$ cat src/rtl/spi_fs_pkg.sv
package spi_fs_pkg;
   localparam int SPI_MIN_SYNC = 2;

   typedef struct packed {
      logic cpol;
      logic cpha;
      logic lsb_first;
   } spi_mode_t;
endpackage

$ cat src/rtl/spi_fs_sync.sv
module spi_fs_sync #(
   parameter int   STAGES  = 2,
   parameter logic RST_VAL = 1'b0
) (
   input  logic clk,
   input  logic rst_n,
   input  logic d,
   output logic q
);
   if (STAGES < spi_fs_pkg::SPI_MIN_SYNC) begin : g_bad_stages
      $error("spi_fs_sync: STAGES below minimum");
   end

   logic [STAGES-1:0] pipe;

   always_ff @(posedge clk or negedge rst_n) begin
      if (!rst_n) pipe <= {STAGES{RST_VAL}};
      else        pipe <= {pipe[STAGES-2:0], d};
   end

   assign q = pipe[STAGES-1];
endmodule

$ cat src/rtl/spi_fs_edge.sv
module spi_fs_edge (
   input  logic clk,
   input  logic rst_n,
   input  logic sck_s,
   input  logic cpol,
   input  logic sel,
   output logic lead,
   output logic trail
);
   logic sck_d;
   logic moved;

   always_ff @(posedge clk or negedge rst_n) begin
      if (!rst_n) sck_d <= 1'b0;
      else        sck_d <= sck_s;
   end

   // leading edge leaves the idle level, trailing edge returns to it
   assign moved = sel & (sck_s ^ sck_d);
   assign lead  = moved & (sck_s != cpol);
   assign trail = moved & (sck_s == cpol);

   // serial clock at most one quarter of the system clock
   a_r2_sck_rate: assert property (@(posedge clk) disable iff (!rst_n)
      (lead || trail) |=> !(lead || trail));
endmodule

$ cat src/rtl/spi_fs_shift.sv
module spi_fs_shift
   import spi_fs_pkg::*;
#(
   parameter int DATA_W = 8
) (
   input  logic              clk,
   input  logic              rst_n,
   input  spi_mode_t         mode,
   input  logic              sel,
   input  logic              ss_fall,
   input  logic              lead,
   input  logic              trail,
   input  logic              mosi_s,
   input  logic [DATA_W-1:0] tx_byte,
   output logic [DATA_W-1:0] rx_byte,
   output logic              rx_valid,
   output logic              frame_err,
   output logic              miso
);
   localparam int                CNT_W = $clog2(DATA_W + 1);
   localparam logic [CNT_W-1:0]  LAST  = CNT_W'(DATA_W - 1);
   localparam logic [CNT_W-1:0]  FULL  = CNT_W'(DATA_W);

   logic [DATA_W-1:0] tx_sh, rx_sh, rx_next;
   logic [CNT_W-1:0]  cnt;
   logic              samp, drive, full;

   assign samp  = mode.cpha ? trail : lead;
   assign drive = mode.cpha ? lead  : trail;
   assign full  = (cnt == FULL);

   assign rx_next = mode.lsb_first ? {mosi_s, rx_sh[DATA_W-1:1]}
                                   : {rx_sh[DATA_W-2:0], mosi_s};
   assign miso    = mode.lsb_first ? tx_sh[0] : tx_sh[DATA_W-1];

   always_ff @(posedge clk or negedge rst_n) begin
      if (!rst_n) begin
         tx_sh     <= '0;
         rx_sh     <= '0;
         rx_byte   <= '0;
         rx_valid  <= 1'b0;
         frame_err <= 1'b0;
         cnt       <= '0;
      end else begin
         rx_valid <= 1'b0;
         if (ss_fall) begin
            tx_sh     <= tx_byte;
            cnt       <= '0;
            frame_err <= 1'b0;
         end else if (sel) begin
            if (samp) begin
               if (full) begin
                  frame_err <= 1'b1;
               end else begin
                  rx_sh <= rx_next;
                  if (cnt == LAST) begin
                     rx_byte  <= rx_next;
                     rx_valid <= 1'b1;
                     if (mode.cpha) begin
                        cnt   <= '0;
                        tx_sh <= tx_byte;
                     end else begin
                        cnt <= FULL;
                     end
                  end else begin
                     cnt <= cnt + 1'b1;
                  end
               end
            end
            if (drive && !full && cnt != '0) begin
               tx_sh <= mode.lsb_first ? (tx_sh >> 1) : (tx_sh << 1);
            end
         end
      end
   end

   a_r8_valid_pulse: assert property (@(posedge clk) disable iff (!rst_n)
      rx_valid |=> !rx_valid);
   a_r8_cnt_range: assert property (@(posedge clk) disable iff (!rst_n)
      cnt <= FULL);
   a_r9_err_quiet: assert property (@(posedge clk) disable iff (!rst_n)
      frame_err |-> !rx_valid);
   a_r10_err_phase0_only: assert property (@(posedge clk) disable iff (!rst_n)
      $rose(frame_err) |-> !mode.cpha);
endmodule

$ cat src/rtl/spi_frame_slave.sv
module spi_frame_slave
   import spi_fs_pkg::*;
#(
   parameter int DATA_W      = 8,
   parameter int SYNC_STAGES = 2
) (
   input  logic              clk,
   input  logic              rst_n,
   input  logic              cfg_cpol,
   input  logic              cfg_cpha,
   input  logic              cfg_lsb_first,
   input  logic [DATA_W-1:0] tx_byte,
   output logic [DATA_W-1:0] rx_byte,
   output logic              rx_valid,
   output logic              frame_err,
   input  logic              sck,
   input  logic              mosi,
   input  logic              ss_n,
   output logic              miso,
   output logic              miso_oe
);
   if (DATA_W < 2) begin : g_bad_width
      $error("spi_frame_slave: DATA_W must be at least 2");
   end

   localparam int              N_IN   = 3;
   localparam logic [N_IN-1:0] IN_RST = 3'b100;   // select idles high

   logic [N_IN-1:0] raw_in, sync_in;
   logic            sck_s, mosi_s, ss_s, ss_d, sel, ss_fall, lead, trail;
   spi_mode_t       mode;

   assign raw_in = {ss_n, mosi, sck};

   for (genvar gi = 0; gi < N_IN; gi++) begin : g_sync
      spi_fs_sync #(.STAGES(SYNC_STAGES), .RST_VAL(IN_RST[gi])) u_sync (
         .clk(clk), .rst_n(rst_n), .d(raw_in[gi]), .q(sync_in[gi]));
   end

   assign sck_s  = sync_in[0];
   assign mosi_s = sync_in[1];
   assign ss_s   = sync_in[2];
   assign sel    = ~ss_s;
   assign mode   = '{cpol: cfg_cpol, cpha: cfg_cpha, lsb_first: cfg_lsb_first};

   always_ff @(posedge clk or negedge rst_n) begin
      if (!rst_n) begin
         ss_d    <= 1'b1;
         miso_oe <= 1'b0;
      end else begin
         ss_d    <= ss_s;
         miso_oe <= sel;
      end
   end

   assign ss_fall = ss_d & ~ss_s;

   spi_fs_edge u_edge (
      .clk(clk), .rst_n(rst_n), .sck_s(sck_s), .cpol(cfg_cpol), .sel(sel),
      .lead(lead), .trail(trail));

   spi_fs_shift #(.DATA_W(DATA_W)) u_shift (
      .clk(clk), .rst_n(rst_n), .mode(mode), .sel(sel), .ss_fall(ss_fall),
      .lead(lead), .trail(trail), .mosi_s(mosi_s), .tx_byte(tx_byte),
      .rx_byte(rx_byte), .rx_valid(rx_valid), .frame_err(frame_err),
      .miso(miso));

   a_r3_oe_off_when_idle: assert property (@(posedge clk) disable iff (!rst_n)
      (ss_s && ss_d) |=> !miso_oe);
endmodule

$ cat config.mk
export PLATFORM = sky130hd
export DESIGN_NAME = spi_frame_slave
export DESIGN_NICKNAME = d
export VERILOG_FILES = /design/src/rtl/spi_fs_pkg.sv /design/src/rtl/spi_fs_sync.sv /design/src/rtl/spi_fs_edge.sv /design/src/rtl/spi_fs_shift.sv /design/src/rtl/spi_frame_slave.sv
export SDC_FILE = /design/constraint.sdc
export NUM_CORES = 1
export LEC_CHECK = 0
export BUFFER_PORTS_ARGS = -buffer_cell sky130_fd_sc_hd__buf_2
export CORE_UTILIZATION = 45
export CTS_CLUSTER_SIZE = 16
export DETAILED_ROUTE_END_ITERATION = 16
export PLACE_DENSITY = 0.66
export SLEW_MARGIN = 0
export SYNTH_ARGS = -nofsm -noshare
export SYNTH_HDL_FRONTEND = slang
export SYNTH_SLANG_ARGS = --single-unit
$ cat constraint.sdc
create_clock -name clk -period 2.36 [get_ports clk]
set_input_delay 0.354 -clock clk [delete_from_list [all_inputs] [get_ports clk]]
set_output_delay 0.354 -clock clk [all_outputs]
set_load 0.1 [all_outputs]
==> summary.md <==
| Metric | Value |
|---|---|
| Startpoint Class | `flop` |
| Cts bufs inserted | `5` |
| Crit path DAT | `2.09 ns` |
| Period Utilization, post-route | `about four fifths` |
| Cell taking the most area after synthesis | `dfrtp_1` |
| Initial antenna violation count | `0` |
| Reg-to-reg endpoint | `u_shift.rx_byte[1]$_DFFE_PN0P_` |
| Measured slew at the worst slew-check pin | `roughly 0.84 ns` |
| Synth area leaders | `dfrtp_1 50%, mux2_2 29%, dfstp_2 4.4%` |
| Clock Pin Slew Worst Setup and Hold Paths | `around 0.070 ns` |
| Maximum vdd ir drop | `0.404 mV` |
| Synth cell types | `24` |
| Leakage | `just over 0.001 µW` |
| Total number of yosys warnings | `0` |
| Yosys top cell area share | `approximately half` |
| Setup crit start | `g_sync[0].u_sync.pipe[1]$_DFF_PN0_` |
| Post-cts resize count | `0` |
| DRC | `0` |
| CTS Root Cell | `clkbuf_8` |
| Die height | `65.3 µm` |
| Crit-path cells | `nand2b_1 -> mux2i_1 -> nand2_1 -> nor3_4 -> mux2_2` |
| Initial DRC Count | `33` |
| Slowest-stage cell, CP | `nor3_4` |
| Max cap viols | `0` |
| H-tree lvl count | `2` |
| Die ar. | `0.00427 mm²` |
| Hold Fails Final Rpt | `0` |
| Max Clock Freq | `0.521 GHz` |
| Outcome | `complete, no violations` |
| Post-DP HPWL | `a little over 2 mm` |
| Finished Layout Cells | `about 210` |
| Fin crit period | `about 1.9 ns` |
| CP endpoint kind | `flop` |
| First-pass GRT wire length | `between 5 and 6 mm` |
| Critical path endpoint | `u_shift.rx_byte[1]$_DFFE_PN0P_` |
| Setup bufs post-CTS | `0` |
| Drt pass-1 iters | `3` |
| Rel. slew slack | `between 40% and 50%` |
| # fillers | `between 300 and 400` |
| Critical path class | `flop to flop` |
| Fin. max-slew vios | `0` |
| Top_reg_cell synth | `dfrtp_1` |
| Post-Route WL | `around 2.9 mm` |
| Syn nets | `about 150` |
| Cts-stage hold buffer count | `0` |
| Most common cell in the netlist | `mux2_2` |
| Grt total ovfl | `0` |
| Flop-to-flop setup slack | `about 0.44 ns` |
| Row Count | `22` |
| Initial Util | `between 40 and 50%` |
| Final ANT Viol Nets | `0` |
| Syn Inst Count | `between 100 and 150` |
| Port Buf Inserts | `27` |
| Share of cells above drive strength 1 | `between 50% and 60%` |
| CP Max Fanout | `9` |
| Yosys reg bits | `39` |
| Syn Area/Cell | `13.6 µm²` |
| Power per cell area | `around 780 mW/mm²` |
| Seq/Total Area, Yosys | `between 50% and 60%` |
| Post-route setup TNS | `0 ns` |
| Origin of the critical flop-to-flop path | `g_sync[0].u_sync.pipe[1]$_DFF_PN0_` |
| Placed cell count | `between 200 and 250` |
| CTS tree | `done` |
| Drt via density | `slightly above 5` |
| Final nets | `approximately 180` |
| Antenna cells | `0` |
| Mapped Area | `between 0.0015 and 0.002 mm²` |
| Routed wire per std cell | `13.5 µm` |
| Endpoints failing setup | `0` |
| Hold Path Class | `primary input to async pin` |
| Asr flop ratio synth | `100%` |
| Max Clock Skew | `0.00354 ns` |
| Total power | `approximately 1700 µW` |
| Clock sink total | `39` |
| Clock buffer depth | `2` |
| IO Pins | `28` |
| Slowest stage delay, CP | `0.46 ns` |
| RSZ-0062 raised after global routing | `false` |
| Area grow syn2layout | `17.0%` |
| Total number of vias | `roughly 1100` |
| Die width | `65.3 µm` |
| Reg2Reg Depth | `5` |
| EDFF count, synth | `0` |
| Vias in the first global route | `approximately 1100` |
| Skew-Pair Late Insertion Delay | `between 0.2 and 0.3 ns` |
| GRT Total Usage | `about 16%` |
| Largest net degree at the start of global routing | `40` |
| CP required | `between 2 and 3 ns` |
| Commonest cells post-synth | `46 x mux2_2, 36 x dfrtp_1, 6 x nand2_1` |
| GPL Wtd Cong | `about 0.74` |
| Core area | `between 0.003 and 0.004 mm²` |
how the worst min path moves through the flow:
stage / end / cells past startpoint
after detailed placement: g_sync[0].u_sync.pipe[1]$_DFF_PN0_ / 0
after global routing: g_sync[2].u_sync.pipe[0]$_DFF_PN1_ / 1
after floorplan: g_sync[0].u_sync.pipe[0]$_DFF_PN0_ / 0
after global placement: g_sync[1].u_sync.pipe[1]$_DFF_PN0_ / 0
final: g_sync[1].u_sync.pipe[0]$_DFF_PN0_ / 1
after CTS: g_sync[2].u_sync.pipe[0]$_DFF_PN1_ / 1
metal layers:
layer | wire, µm | vias up | global-route usage (%)
met2 | 1400 | 24 | 26.3
met3 | 127 | 4 | 5.38
li1 | - | 533 | -
met1 | 1330 | 542 | 20.3
met5 | 0 | - | 0
met4 | 28 | 0 | 7.34
report_power, final:
group | internal [µW] | total, µW | switching, µW
sequential | 756 | 815 | 58.5
clock | 342 | 562 | 220
combinational | 150 | 280 | 131
metrics by stage:
stage          area (µm²)  util, %  hold WS, ns  worst slack, ns
2_1_floorplan        1810        -       0.0584            0.444
3_3_place_gp         2000     53.3        0.332            0.256
3_5_place_dp         2000     53.3        0.337            0.181
4_1_cts              2110     56.5        0.160            0.414
5_1_grt              2110     56.5        0.150            0.268
6_report             2110     56.5        0.168            0.439
sequential cells by signal, indices dropped and copies added (netlist names):
name and cells:
g_sync.u_sync.pipe 6, miso_oe 1, u_shift.tx_sh 8, u_shift.rx_valid 1, u_shift.rx_sh 8, ss_d 1, u_edge.sck_d 1, u_shift.frame_err 1
u_shift.rx_byte 8, u_shift.cnt 4
placed cells by master (no fill, tap or decap), drive strengths merged:
master / instances
mux2: 46
dfrtp: 36
buf: 28
nand2: 6
clkbuf: 6
mux2i: 5
nand3: 5
nor2: 5
inv: 4
nand2b: 3
nor2b: 3
dfstp: 3
xor2: 2
a21oi: 2
nand3b: 2
ha: 2
nor3: 1
o22a: 1
o21a: 1
o211ai: 1
o21ai: 1
nand4: 1
clkinv: 1
bufinv: 1
kinds of logic after synthesis:
group / share of synthesized area, %
buffers and inverters: 1.52
adder cells (fa/ha/maj): 1.39
multiplexers: 31.5
flip-flops: 54.3
AO/OA/AOI/OAI: 2.15
XOR/XNOR: 0.970
AND/OR/NAND/NOR: 8.25
final cells by class:
| type | count | area [µm²] | share of cell area, % |
|---|---|---|---|
| flip-flops and latches | 39 | 980 | 46.4 |
| multi-input cells | 87 | 798 | 37.8 |
| repair buffers | 28 | 143 | 6.75 |
| clock buffers | 6 | 82.6 | 3.91 |
| well taps | 48 | 60.1 | 2.84 |
| clock inverters | 2 | 35.0 | 1.66 |
| inverters | 4 | 15.0 | 0.710 |
critical path: cells and delay by family, from the launching register on:
family	cells	cell delay, ns
and+or+nand+nor	3	0.80
DFF	1	0.39
muxes	2	0.62
Power figures use the tool's default switching activity.
